===== config.mk =====
export PLATFORM = sky130hd
export DESIGN_NAME = duart_irq_ctrl
export DESIGN_NICKNAME = d
export VERILOG_FILES = /design/src/rtl/duart_irq_pkg.sv /design/src/rtl/duart_reg_decode.sv /design/src/rtl/duart_tick_div.sv /design/src/rtl/duart_isr_core.sv /design/src/rtl/duart_irq_ctrl.sv
export SDC_FILE = /design/constraint.sdc
export NUM_CORES = 1
export LEC_CHECK = 0
export ABC_AREA = 1
export BUFFER_PORTS_ARGS = -buffer_cell sky130_fd_sc_hd__buf_2
export CORE_MARGIN = 2
export CORE_UTILIZATION = 38
export DETAILED_ROUTE_END_ITERATION = 8
export PLACE_DENSITY = 0.76
export SYNTH_ARGS = -nofsm -noshare
export SYNTH_HDL_FRONTEND = slang
export SYNTH_HIERARCHICAL = 1
export SYNTH_SLANG_ARGS = --single-unit

===== constraint.sdc =====
create_clock -name clk -period 0.8 [get_ports clk]
set_input_delay 0.04 -clock clk [delete_from_list [all_inputs] [get_ports clk]]
set_output_delay 0.04 -clock clk [all_outputs]
set_load 0.01 [all_outputs]

===== src/rtl/duart_irq_pkg.sv =====
// Package: shared register addresses, bit positions and the decoded-access type
// for the dual-channel interrupt controller. Assumes an 8-bit register bus.
package duart_irq_pkg;

    localparam int REG_ADDR_W = 3;

    typedef enum logic [REG_ADDR_W-1:0] {
        RA_STAT_A = 3'd0,
        RA_CMD_A  = 3'd1,
        RA_HOLD_A = 3'd2,
        RA_STAT_B = 3'd3,
        RA_CMD_B  = 3'd4,
        RA_HOLD_B = 3'd5,
        RA_INT    = 3'd6,
        RA_SPARE  = 3'd7
    } reg_addr_e;

    // Interrupt status / mask bit positions (software decodes these)
    localparam int BIT_TX_A = 0;
    localparam int BIT_RX_A = 1;
    localparam int BIT_TX_B = 4;
    localparam int BIT_RX_B = 5;

    // Channel status register bit positions
    localparam int ST_RX_AVAIL = 0;
    localparam int ST_TX_RDY   = 2;

    // Command register flush request bit
    localparam int CMD_FLUSH = 3;

    localparam int NUM_CH = 2;

    // One-hot decoded register access for one cycle
    typedef struct packed {
        logic stat_a_rd;
        logic stat_b_rd;
        logic int_rd;
        logic int_wr;
        logic [NUM_CH-1:0] hold_rd;
        logic [NUM_CH-1:0] hold_wr;
        logic [NUM_CH-1:0] flush;
    } acc_t;

endpackage


===== src/rtl/duart_reg_decode.sv =====
// Module: turns a bus strobe and address into one-cycle access flags.
// Assumes read and write strobes are never high together.
module duart_reg_decode
    import duart_irq_pkg::*;
(
    input  logic                  bus_rd,
    input  logic                  bus_wr,
    input  logic [REG_ADDR_W-1:0] bus_addr,
    input  logic                  flush_bit,
    output acc_t                  acc
);

    // Decode the access type from address and strobe
    always_comb begin
        acc = '0;
        case (reg_addr_e'(bus_addr))
            RA_STAT_A: acc.stat_a_rd  = bus_rd;
            RA_STAT_B: acc.stat_b_rd  = bus_rd;
            RA_HOLD_A: begin
                acc.hold_rd[0] = bus_rd;
                acc.hold_wr[0] = bus_wr;
            end
            RA_HOLD_B: begin
                acc.hold_rd[1] = bus_rd;
                acc.hold_wr[1] = bus_wr;
            end
            RA_CMD_A:  acc.flush[0] = bus_wr & flush_bit;
            RA_CMD_B:  acc.flush[1] = bus_wr & flush_bit;
            RA_INT: begin
                acc.int_rd = bus_rd;
                acc.int_wr = bus_wr;
            end
            default: acc = '0;
        endcase
    end

endmodule


===== src/rtl/duart_tick_div.sv =====
// Module: counts periodic tick pulses and fires on every TICK_DIV-th one,
// then restarts from zero. Assumes TICK_DIV >= 2.
module duart_tick_div #(
    parameter int TICK_DIV = 2
) (
    input  logic clk,
    input  logic rst_n,
    input  logic tick_i,
    output logic fire_o
);

    localparam int CNT_W = (TICK_DIV > 2) ? $clog2(TICK_DIV) : 1;
    localparam logic [CNT_W-1:0] LAST = CNT_W'(TICK_DIV - 1);

    logic [CNT_W-1:0] cnt_q;

    // Fire on the tick that completes the division period
    assign fire_o = tick_i && (cnt_q == LAST);

    // Advance the tick counter, wrapping after the last count
    always_ff @(posedge clk) begin
        if (!rst_n) begin
            cnt_q <= '0;
        end else if (tick_i) begin
            cnt_q <= fire_o ? '0 : cnt_q + 1'b1;
        end
    end

endmodule


===== src/rtl/duart_isr_core.sv =====
// Module: holds the interrupt mask, the sticky interrupt status and the
// interrupt level. Set events beat clear events on the same bit.
// Assumes one-cycle access flags from the decoder.
module duart_isr_core
    import duart_irq_pkg::*;
#(
    parameter int DATA_W = 8
) (
    input  logic              clk,
    input  logic              rst_n,
    input  acc_t              acc,
    input  logic [DATA_W-1:0] wdata,
    input  logic [NUM_CH-1:0] rx_arrive,
    input  logic              tx_fire,
    output logic [DATA_W-1:0] isr,
    output logic              irq
);

    localparam int RX_POS [NUM_CH] = '{BIT_RX_A, BIT_RX_B};
    localparam logic [DATA_W-1:0] TX_BITS =
        DATA_W'((1 << BIT_TX_A) | (1 << BIT_TX_B));

    logic [DATA_W-1:0] imr_q;
    logic [DATA_W-1:0] isr_q;
    logic              irq_q;
    logic [DATA_W-1:0] rx_req;
    logic [DATA_W-1:0] rx_clr;
    logic [DATA_W-1:0] set_vec;
    logic [DATA_W-1:0] clr_vec;
    logic              tx_en;

    // Place each channel's arrival and pop events at its status position
    for (genvar ch = 0; ch < NUM_CH; ch++) begin : g_ch
        always_comb begin
            rx_req[RX_POS[ch]] = rx_arrive[ch];
            rx_clr[RX_POS[ch]] = acc.hold_rd[ch];
        end
    end

    // Fill the non-receive positions of the event vectors with zero
    always_comb begin
        for (int b = 0; b < DATA_W; b++) begin
            if (b != BIT_RX_A && b != BIT_RX_B) begin
                rx_req[b] = 1'b0;
                rx_clr[b] = 1'b0;
            end
        end
    end

    // Gate set events by the mask and gather clear events
    always_comb begin
        tx_en   = |(imr_q & TX_BITS);
        set_vec = (rx_req & imr_q) | ((tx_fire && tx_en) ? TX_BITS : '0);
        clr_vec = rx_clr;
        // Either holding write clears the channel A transmit bit only
        clr_vec[BIT_TX_A] = |acc.hold_wr;
    end

    // Update mask, sticky status and interrupt level
    always_ff @(posedge clk) begin
        if (!rst_n) begin
            imr_q <= '0;
            isr_q <= '0;
            irq_q <= 1'b0;
        end else begin
            if (acc.int_wr) begin
                imr_q <= wdata;
            end
            isr_q <= (isr_q & ~clr_vec) | set_vec;
            if (|set_vec) begin
                irq_q <= 1'b1;
            end else if (acc.stat_a_rd) begin
                irq_q <= 1'b0;
            end
        end
    end

    assign isr = isr_q;
    assign irq = irq_q;

endmodule


===== src/rtl/duart_irq_ctrl.sv =====
// Module: top of the dual-channel serial interrupt controller. Decodes the
// register bus, returns read data in the strobe cycle and routes the
// channel strobes. Assumes bus_rd and bus_wr are exclusive.
module duart_irq_ctrl
    import duart_irq_pkg::*;
#(
    parameter int DATA_W   = 8,
    parameter int TICK_DIV = 2
) (
    input  logic                  clk,
    input  logic                  rst_n,
    input  logic                  bus_rd,
    input  logic                  bus_wr,
    input  logic [REG_ADDR_W-1:0] bus_addr,
    input  logic [DATA_W-1:0]     bus_wdata,
    output logic [DATA_W-1:0]     bus_rdata,
    input  logic                  rx_avail_a,
    input  logic                  rx_avail_b,
    input  logic [DATA_W-1:0]     rx_data_a,
    input  logic [DATA_W-1:0]     rx_data_b,
    input  logic                  rx_arrive_a,
    input  logic                  rx_arrive_b,
    input  logic                  tx_tick,
    output logic                  irq,
    output logic                  rx_pop_a,
    output logic                  rx_pop_b,
    output logic                  tx_wr_a,
    output logic                  tx_wr_b,
    output logic [DATA_W-1:0]     tx_data,
    output logic                  flush_a,
    output logic                  flush_b
);

    acc_t              acc;
    logic              tx_fire;
    logic [DATA_W-1:0] isr_w;

    duart_reg_decode u_dec (
        .bus_rd    (bus_rd),
        .bus_wr    (bus_wr),
        .bus_addr  (bus_addr),
        .flush_bit (bus_wdata[CMD_FLUSH]),
        .acc       (acc)
    );

    duart_tick_div #(.TICK_DIV(TICK_DIV)) u_tick (
        .clk    (clk),
        .rst_n  (rst_n),
        .tick_i (tx_tick),
        .fire_o (tx_fire)
    );

    duart_isr_core #(.DATA_W(DATA_W)) u_core (
        .clk       (clk),
        .rst_n     (rst_n),
        .acc       (acc),
        .wdata     (bus_wdata),
        .rx_arrive ({rx_arrive_b, rx_arrive_a}),
        .tx_fire   (tx_fire),
        .isr       (isr_w),
        .irq       (irq)
    );

    // Build a channel status byte from its receive flag
    function automatic logic [DATA_W-1:0] chan_status(input logic avail);
        logic [DATA_W-1:0] s;
        s = '0;
        s[ST_RX_AVAIL] = avail;
        s[ST_TX_RDY]   = 1'b1;
        return s;
    endfunction

    // Select read data for the addressed register
    always_comb begin
        bus_rdata = '0;
        if (bus_rd) begin
            case (reg_addr_e'(bus_addr))
                RA_STAT_A: bus_rdata = chan_status(rx_avail_a);
                RA_STAT_B: bus_rdata = chan_status(rx_avail_b);
                RA_HOLD_A: bus_rdata = rx_data_a;
                RA_HOLD_B: bus_rdata = rx_data_b;
                RA_INT:    bus_rdata = isr_w;
                default:   bus_rdata = '0;
            endcase
        end
    end

    // Route per-channel strobes to the serial side
    assign rx_pop_a = acc.hold_rd[0];
    assign rx_pop_b = acc.hold_rd[1];
    assign tx_wr_a  = acc.hold_wr[0];
    assign tx_wr_b  = acc.hold_wr[1];
    assign tx_data  = bus_wdata;
    assign flush_a  = acc.flush[0];
    assign flush_b  = acc.flush[1];

endmodule


# Yosys cells after proc, flatten, opt, wreduce, memory -nomap -nowiden
# Index checks and enable logic that the tools add are counted.
classes:
  n_addsub: 1
  eq_ne: 6
  muxes: 14
  n_bitwise: 6
  n_reduce_logical: 7
ops:
  columns: ["op", "n"]
  rows:
  - ["$pmux W8 S5", 1]
  - ["$or A8 B8 Y8", 2]
  - ["$mux W1", 11]
  - ["$eq A3 B3 Y1 const B", 3]
  - ["$and A6 B8 Y8", 1]
  - ["$and A8 B8 Y8", 1]
  - ["$mux W8", 1]
  - ["$not A6 Y8", 1]
  - ["$reduce_or A8 Y1", 1]
  - ["$eq A3 B2 Y1 const B", 2]
  - ["$mux W5", 1]
  - ["$reduce_or A2 Y1", 2]
  - ["$eq A3 B1 Y1 const B", 1]
  - ["$logic_not A3 Y1", 1]
  - ["$logic_and A1 B1 Y1", 2]
  - ["$reduce_bool A2 Y1", 1]
  - ["$add A1 B1 Y1 const B", 1]
  - ["$and A1 B1 Y1", 1]
word_totals:
  regBits: 18
  in_bits: 36
  wordCells: 38

# Logic depth before layout (Yosys ltp)
# Gate-level depths: netlist of run 1.
logic_depth:
  ltp_word: 6
  ltp_mapped: 8
  depth_no_buf: 8

# By module
# Netlist of run 1, hierarchy kept.
modules_own_cells:
  columns: ["module", "n_inst", "cells_each", "area_each_um2", "seq_area_each_um2"]
  rows:
  - ["duart_irq_ctrl", 1, 71, 425.4, 0.0]
  - ["duart_isr_core", 1, 50, 365.4, 180.2]
  - ["duart_reg_decode", 1, 24, 95.1, 0.0]
  - ["duart_tick_div", 1, 6, 41.3, 20.0]

# Worst setup path after synthesis of run 1
# No wires, ideal clock.
synth_path:
  path_type: "register -> register"
  startpoint: "reg u_tick.cnt_q"
  endpoint: "reg u_core.isr_q[0] (netlist: u_core/isr[0])"
  setup_time_ps: 66
  arrival_time_ps: 704
  slack_ps: 30
  stages_incl_launch_ff: 7
  path_cell_list: "dfxtp_1 nand2_1 inv_1 inv_1 nor2_2 inv_1 a21oi_2"
synth_between:
  elab_chain_len: 5
synth_rtl:
  columns: ["item", "line_no", "source"]
  rows:
  - ["start: declaration", "duart_tick_div.sv:15", "logic [CNT_W-1:0] cnt_q;"]
  - ["start signal: assignment", "duart_tick_div.sv:25", "cnt_q <= fire_o ? '0 : cnt_q + 1'b1;"]
  - ["$logic_and A1 B1 Y1", "duart_tick_div.sv:18", "assign fire_o = tick_i && (cnt_q == LAST);"]
  - ["via tx_fire", "duart_irq_ctrl.sv:35", "logic tx_fire;"]
  - ["$logic_and A1 B1 Y1", "duart_isr_core.sv:53", "set_vec = (rx_req & imr_q) | ((tx_fire && tx_en) ? TX_BITS : '0);"]
  - ["$mux W5", "duart_isr_core.sv:53", null]
  - ["$or A8 B8 Y8", "duart_isr_core.sv:53", null]
  - ["$or A8 B8 Y8", "duart_isr_core.sv:69", "isr_q <= (isr_q & ~clr_vec) | set_vec;"]
  - ["end signal: assignment", "duart_isr_core.sv:69", null]
  - ["end: declaration", "duart_isr_core.sv:24", "logic [DATA_W-1:0] isr_q;"]
# The timed path passes the listed nets, and every way through them passes these cells.
# A chain may end at the register's enable or synchronous reset.

# Worst setup path in the final report of run 1
layout_path:
  startpoint: "reg u_core.isr_q[0] (netlist: u_core/isr[0])"
  endpoint: "out bus_rdata[0]"
layout_between:
  elab_chain_len: 2
layout_rtl:
  columns: ["item", "line_no", "source"]
  rows:
  - ["$pmux W8 S5", "duart_irq_ctrl.sv:77", "case (reg_addr_e'(bus_addr))"]
  - ["$mux W8", "duart_irq_ctrl.sv:76", "if (bus_rd) begin"]
  - ["end: declaration", "duart_irq_ctrl.sv:16", "output logic [DATA_W-1:0] bus_rdata,"]
# Every way passes these cells.

==> results.toml, run 1 <==
[run_status]
status = "finished, violations left"
violations = "negative setup slack"

[die]
start_util_pct = 40.6
io_pins = 59
num_rows = 17
core_um2 = 2250
die_w_um = 53.1
die_h_um = 53.1
fp.dieArea_um2 = 2820

[critical_path]
reg2reg_depth = 6
reg2reg_from = "u_tick/cnt_q$_SDFFE_PN0P_"
crit_fanout = 2
cpPeakStageDelay_ps = 330
critPathArrivalTime_ps = 1000
cp_common_cell = "nor2_1"
r2r_slack_ps = -20
worstPathCellList = "nand4_1, nand3_1, nor2_1, nor2_1, buf_2"
reg2reg_to = "u_core/isr[0]$_SDFF_PN0_"
critPathRequiredTime_ps = 760
cp-start-kind = "flip-flop"
worstSetupPathType = "flip-flop to output port"
cp-end-kind = "output port"
crit_slowest_cell = "dfxtp_2"

[timing]
fin_setup_tns_ps = -881
rsz0062_at_grt = "yes"
min_period_ps = 1040
fin_ws_ps = -244
finClkSkew_ps = 1.02
finalHoldViolCount = 0
post-route-period-util_pct = 130
maxSlewViolCount = 0
fmax_ghz = 0.958
setup_viol = 9

[clock_tree]
cts_buffer_depth = 2
cts_tree = "done"
htree_levels = 1
clockRootBuffer = "clkbuf_4"
cts_sinks = 10
clk_latency_ps = 270
cts.clk_slew.worst_paths_ps = 70
numCtsBuffers = 3

[final_layout]
layout_commonest_cell = "buf_2"
final_cell_mix = "47 x buf_2, 24 x nor2_1, 22 x nand2_1, 17 x inv_1, 16 x buf_4"
final_nets = 253
drive_above_1_share_pct = 48.1
final_util_pct = 64.8
n_antenna_cell = 0
area_growth_pct = 59.4
fillers = 227

[route]
dr.pass1.iters = 4
drt_drc_violations_left = 0
routed_wl_um = 2460
antenna_left = 0
vias_per_cell = 4.73
wl_per_cell_um = 10.1
vias = 1154
drt_iter0_drc = 18

[placement]
gp_congestion = 0.729
pre_cts_slack_ps = -118
portBuffers = 52
dp_hpwl_um = 1860

[worst_hold_path]
hold_start = "bus_wdata[5]"
min_path_cells = 3
hp-class = "input pin to flip-flop"
hold_path_end = "u_core/imr_q[5]$_SDFFE_PN0P_"

[flow_run]
drv_cap = 0

[power_and_ir_drop]
finalPower_mw = 1.50
power_density_nw_per_um2 = 1030
p_leak_nw = 0.805
ir_drop_uv = 942

[grt]
grt_pass1_vias = 994
grt_max_degree = 11
overflow = 0
grt_pass1_wl_um = 3950
grtUsageTotal_pct = 18.8
antenna_found_initial = 0

[yosys]
synthCells = 148
yosysWarnings = 6
synth.cell_area_um2 = 916
avgSynthCellArea_um2 = 6.19
## area by class of cell
cell class | count | area [µm²] | area share [%]
timing repair inverter | 1 | 5.00 | 0.343
multi-input combinational | 101 | 519 | 35.6
tap | 28 | 35.0 | 2.40
timing repair buffer | 76 | 558 | 38.2
sequential | 10 | 208 | 14.2
inverter | 24 | 98.8 | 6.77
clock buffer | 4 | 36.3 | 2.49
## metrics by stage
step                      cells  instance area, µm²  hold WS [ps]
after floorplan             151                 927           172
final                       244                1460          10.4
after global routing        244                1460          21.9
after global placement      233                1260          80.1
after CTS                   244                1430          2.58
after detailed placement    233                1260          80.1
## registers in the layout (all words and copies together), names as in the netlist
register and cells:
u_core/imr_q 4, u_core/irq 1, u_core/isr 4, u_tick/cnt_q 1
## power by group
part,switching (mW),internal (mW),total (mW),leakage [nW]
logic,0.246,0.274,0.520,0.700
registers,0.0105,0.518,0.528,0.0840
clock network,0.178,0.277,0.455,0.0210
## timing repair
| action | 4_1_cts | 5_1_grt |
|---|---|---|
| gates resized for setup | 22 | 11 |
| pin swaps | 15 | 6 |
| endpoints found under the hold margin | 3 | 0 |
| gates cloned | 2 | 0 |
| setup endpoints to repair | 12 | 15 |
| buffers inserted | 2 | 0 |
| hold buffers | 3 | 0 |
## metal layers
metal / GRT usage [%] / part of all wire (%) / vias up
met3: 1.98 / 6.6 / 2
met2: 36.3 / 52 / 44
met5: 0 / 0 / -
met1: 20.7 / 40 / 510
li1: - / - / 598
met4: 7.26 / 0.97 / 0
## how the worst max path moves through the flow
stage	cells past startpoint	slack, ps	end	startpoint
6_report	5	-240	bus_rdata[0]	u_core/isr[0]$_SDFF_PN0_
5_1_grt	5	-330	bus_rdata[0]	u_core/isr[0]$_SDFF_PN0_
4_1_cts	5	-270	bus_rdata[0]	u_core/isr[0]$_SDFF_PN0_
3_5_place_dp	8	-120	bus_rdata[0]	bus_addr[2]
3_3_place_gp	8	-100	bus_rdata[0]	bus_addr[2]
2_1_floorplan	6	30	u_core/isr[0]$_SDFF_PN0_	u_tick/cnt_q$_SDFFE_PN0P_
## worst max-delay path: cells and delay by family, from the launching register on
| family | cells | cell delay [ps] |
|---|---|---|
| buf+inv | 1 | 130 |
| simple gates | 4 | 280 |
| flops | 1 | 330 |
Note: power is estimated with default switching activity, not from simulation.
==> inputs of run 2 (changes only) <==
CORE_UTILIZATION = 35   (was 38)
MAX_ROUTING_LAYER = met4   (was default)
PLACE_DENSITY = 0.74   (was 0.76)
SYNTH_HIERARCHICAL = default   (was 1)
==> results.toml, run 2 <==
[placement]
gp_congestion = 0.869
portBuffers = 52
dp_cells = 197
pre_cts_slack_ps = -153
dp_hpwl_um = 1790

[power_and_ir_drop]
finalPower_mw = 1.43
ir_drop_uv = 1070
p_leak_nw = 0.646
power_density_nw_per_um2 = 1080

[route]
drt_iter0_drc = 10
wl_per_cell_um = 11.3
dr.pass1.iters = 4
routed_wl_um = 2320
vias = 999
drt_drc_violations_left = 0
antenna_left = 0
vias_per_cell = 4.85

[yosys]
yosysWarnings = 0
avgSynthCellArea_um2 = 6.95
async_reset_ff_share_pct = 0
synth_top_area_share_pct = 25.3
synth-edff-count = 0
synthCells = 114
synth.cell_area_um2 = 792
synth_top_area_cell = "dfxtp_1"
synth_fp_nets = 150
synth.distinct_cells = 25
synth_ff_type = "dfxtp_1"
synthTopCellsByCount = "29 x nand2_1, 10 x dfxtp_1, 9 x a21oi_1, 8 x buf_4, 8 x nand4_1"
yosysMostFrequentCell = "nand2_1"
ys_ff_latch = 10
synth.top_cells.by_area = "dfxtp_1 25%, nand2_1 14%, buf_4 7.6%"
yosysSeqAreaShare_pct = 25.3

[final_layout]
regArea_um2 = 210
n_antenna_cell = 0
fillers = 208
drive_above_1_share_pct = 63.5
area_growth_pct = 67.6
multiInputGateArea_um2 = 510
layout_commonest_cell = "buf_2"
post_layout_nonfiller_instances = 206
final_nets = 215
final_cell_mix = "47 x buf_2, 22 x nand2_1, 14 x buf_4, 9 x a21oi_1"

[clock_tree]
cts.clk_slew.worst_paths_ps = 70
htree_levels = 1
clk_latency_ps = 270
cts_sinks = 10
cts_tree = "done"
numCtsBuffers = 3
clockRootBuffer = "clkbuf_4"
cts_buffer_depth = 2

[grt]
grt_pass1_vias = 914
grtUsageTotal_pct = 18.2
overflow = 0
grt_pass1_wl_um = 3610
antenna_found_initial = 0
grt_max_degree = 10

[flow_run]
drv_cap = 0

[critical_path]
crit_fanout = 2
critPathRequiredTime_ps = 760
cp-end-kind = "output port"
cp-start-kind = "flip-flop"
reg2reg_from = "u_tick.cnt_q$_SDFFE_PN0P_"
reg2reg_depth = 4
crit_start = "u_core.isr[0]$_SDFF_PN0_"
critPathArrivalTime_ps = 1020
worstSetupPathType = "flip-flop to output port"

[worst_hold_path]
hp-class = "input pin to flip-flop"
min_path_cells = 3
hold_start = "bus_wdata[4]"

[die]
fp.dieArea_um2 = 2660
start_util_pct = 36.5
num_rows = 17
die_h_um = 51.6
die_w_um = 51.6
core_um2 = 2170
io_pins = 59

[timing]
fmax_ghz = 0.942
setup_viol = 7
min_period_ps = 1060
fin_ws_ps = -262
maxSlewViolCount = 0
post-route-period-util_pct = 133
finalHoldViolCount = 0
finClkSkew_ps = 4.14
rsz0062_at_grt = "yes"
tightest_slew_ps = 234
max_slew_margin_pct = 84.3

[run_status]
violations = "negative setup slack"
status = "finished, violations left"
## run 2: final timing paths
| check | endpoint | slack, ps |
|---|---|---|
| max reg2reg | u_core.irq$_SDFFE_PN0P_ | 10 |
| min reg2reg | u_core.isr[5]$_SDFF_PN0_ | 470 |
| max | bus_rdata[0] | -260 |
| min | u_core.imr_q[4]$_SDFFE_PN0P_ | 20 |
## run 2: layout make-up
cell class	count	share of cell area, %
Clock buffer	4	2.73
Inverter	13	4.62
Multi-Input combinational cell	79	38.5
Sequential cell	10	15.8
Tap cell	28	2.64
Timing Repair Buffer	71	35.2
Timing Repair inverter	1	0.471
## run 2: cells by family (layout without fill, tap and decap cells)
logic type	Yosys count	after routing	share of synthesized area, %
DFF	10	10	25.3
buffers and inverters	25	89	20.7
and+or+nand+nor	63	63	42.8
AOI/OAI and AO/OA	16	16	11.2
## run 2: timing repair
action                     CTS  global route
hold buffers                 1             0
gates resized for setup     19            27
cloned                       1             0
hold endpoints to repair     1             0
buffers inserted             2             1
setup endpoints to repair   14            16
pin swaps                    9            10
## run 2: through the flow
step / utilization, % / hold WS, ps / TNS, ps / area [µm²]
2_1_floorplan: - / 133 / 0 / 792
3_3_place_gp: 50.5 / 80.1 / -1040 / 1090
3_5_place_dp: 50.5 / 80.1 / -1580 / 1090
4_1_cts: 56.2 / 12.8 / -820 / 1220
5_1_grt: 61.2 / 11.1 / -1420 / 1330
6_report: 61.2 / 17.5 / -904 / 1330
## run 2: routing by layer
metal,vias up,part of all wire (%),track usage (%)
met3,2,5.3,2.30
met4,0,0.56,8.77
met1,460,39,20.3
met5,-,0,-
li1,505,-,-
met2,32,55,32.1
## run 2: power breakdown
group	internal, mW	switching, mW
clock	0.276	0.186
sequential	0.512	0.00788
combinational	0.220	0.228
total	1.01	0.421
## run 2: critical path, stage by stage (launching register included)
cell and delay, ps:
dfxtp_2 330, nand4_1 70, nand3_1 90, nor2_1 50, nor2_1 90, buf_2 130
==> inputs of run 3 (changes only) <==
ABC_AREA = default   (was 1)
PLACE_DENSITY = 0.75   (was 0.74)
==> results.toml, run 3 <==
[clock_tree]
numCtsBuffers = 3
clk_latency_ps = 250
htree_levels = 1
cts-hold-fix-buffers = 0
cts_tree = "done"
cts_buffer_depth = 2
cts.clk_slew.worst_paths_ps = 60
clockRootBuffer = "clkbuf_4"
cts_sinks = 10

[yosys]
synth.distinct_cells = 38
synth_xor_area_share_pct = 1.15
synthCells = 88
synth-compound-area-share_pct = 18.7
synthAdderAreaFrac_pct = 0
synth_fp_nets = 124
synth-edff-count = 0
synth.top_cells.by_area = "dfxtp_1 26%, mux2i_1 10%, buf_4 7.9%"
synth_top_family_by_area = "simple AND/OR/NAND/NOR gates"
synthTopCellsByCount = "10 x dfxtp_1, 9 x nand2_1, 8 x buf_4, 8 x mux2i_1, 5 x nor2b_1"
yosysSeqAreaShare_pct = 26.2
yosysMostFrequentCell = "dfxtp_1"
synth_top_area_share_pct = 26.2
avgSynthCellArea_um2 = 8.69
synth_top_area_cell = "dfxtp_1"
async_reset_ff_share_pct = 0
muxShareOfSynthArea_pct = 10.5
yosysWarnings = 0
synthSimpleGateAreaFrac_pct = 27.2
synth.cell_area_um2 = 764
synth_ff_type = "dfxtp_1"
ys_ff_latch = 10

[critical_path]
crit_fanout = 2
critPathArrivalTime_ps = 1160
cp-end-kind = "output port"
cp-start-kind = "flip-flop"
critPathRequiredTime_ps = 760
worstSetupPathType = "flip-flop to output port"

[final_layout]
area_growth_pct = 55.2
final_nets = 184
layout_commonest_cell = "buf_2"
n_antenna_cell = 0
drive_above_1_share_pct = 61.0
final_cell_mix = "49 x buf_2, 15 x buf_4, 8 x nand2_1, 8 x mux2i_1"
fillers = 183
final_area_um2 = 1190

[placement]
dp_hpwl_um = 1600
pre_cts_slack_ps = -264
gp_congestion = 0.699
placed_area_um2 = 1060
portBuffers = 52

[route]
vias_per_cell = 4.75
vias = 822
drt_iter0_drc = 8
antenna_left = 0
drt_drc_violations_left = 0
dr.pass1.iters = 4
routed_wl_um = 2010
wl_per_cell_um = 11.6

[run_status]
violations = "negative setup slack"
status = "finished, violations left"

[power_and_ir_drop]
finalPower_mw = 1.22
ir_drop_uv = 808
power_density_nw_per_um2 = 1030
p_leak_nw = 0.647

[die]
fp.dieArea_um2 = 2570
io_pins = 59
num_rows = 16
core_um2 = 2000
die_w_um = 50.7
die_h_um = 50.7
start_util_pct = 38.2

[grt]
overflow = 0
antenna_found_initial = 0
grt_pass1_wl_um = 3050
grt_pass1_vias = 723
grtUsageTotal_pct = 15.5
grt_max_degree = 15

[timing]
maxSlewViolCount = 0
setup_viol = 11
max_slew_margin_pct = 79.7
fmax_ghz = 0.831
fin_ws_ps = -403
tightest_slew_ps = 301
post-route-period-util_pct = 150
rsz0062_at_grt = "yes"
min_period_ps = 1200
finClkSkew_ps = 2.84
finalHoldViolCount = 0

[flow_run]
drv_cap = 0

[worst_hold_path]
hp-class = "input pin to flip-flop"
==> run 3: cell types whose count changed after synthesis, sizes merged, moves of 5 or more <==
cell   before  now
nand3      10    1
nor2       10    1
nor2b       0    5
nand2      31    9
inv        12    3
a21oi       9    4
mux2i       0    8
nand4       9    0
==> run 3: cell type report <==
cell class	instances	area (µm²)	share of cell area [%]
multi-input combinational	61	485	40.9
timing repair buffer	69	427	36.0
sequential	10	206	17.4
tap	27	33.8	2.85
clock buffer	3	22.5	1.90
inverter	3	11.3	0.949
==> run 3: worst max-delay path, cell delays in order, from the launching register on <==
cell and delay, ps:
dfxtp_1 310, mux2i_1 130, nor3_1 70, a311o_1 260
buf_2 140
==> run 3: where the power goes <==
part	switching [mW]	internal, mW
Combinational	0.159	0.211
Clock	0.154	0.173
Sequential	0.00865	0.513
Total	0.321	0.897
==> run 3: kinds of logic after synthesis <==
logic type,Yosys count
mux,8
buf+inv,17
xor+xnor,1
simple gates,33
compound gates,19
flops,10
==> run 3: final timing paths <==
kind	slack (ps)	startpoint	to	depth (start not counted)
hold reg to reg	470	u_core.isr[0]$_SDFF_PN0_	u_core.isr[0]$_SDFF_PN0_	2
setup / recovery	-400	u_core.isr[0]$_SDFF_PN0_	bus_rdata[0]	4
setup reg to reg	-160	u_core.imr_q[0]$_SDFFE_PN0P_	u_core.irq$_SDFFE_PN0P_	3
hold / removal	50	rx_arrive_a	u_core.isr[1]$_SDFF_PN0_	3
==> run 3: layer usage <==
| metal | vias up | wire length (µm) | track usage (%) | part of all wire [%] |
|---|---|---|---|---|
| met4 | 0 | 0 | 4.05 | 0 |
| met1 | 360 | 870 | 18.9 | 43 |
| met5 | - | 0 | - | 0 |
| met2 | 39 | 988 | 26.5 | 49 |
| li1 | 423 | - | - | - |
| met3 | 0 | 154 | 2.38 | 7.6 |
==> run 3: through the flow <==
step                hold slack [ps]  utilization, %  instances  TNS [ps]
CTS                            38.6            56.6        170     -2250
global placement               80.1            53.0        165     -2650
detailed placement             80.1            53.0        165     -3220
finish                         47.2            59.3        173     -2190
global route                   46.9            59.3        173     -2730
floorplan                       172               -         88      -341
==> run 3: what timing repair did <==
item | in CTS | in global routing
buffers inserted | 2 | 3
pin swaps | 2 | 5
setup endpoints to repair | 14 | 15
resized for setup | 14 | 8
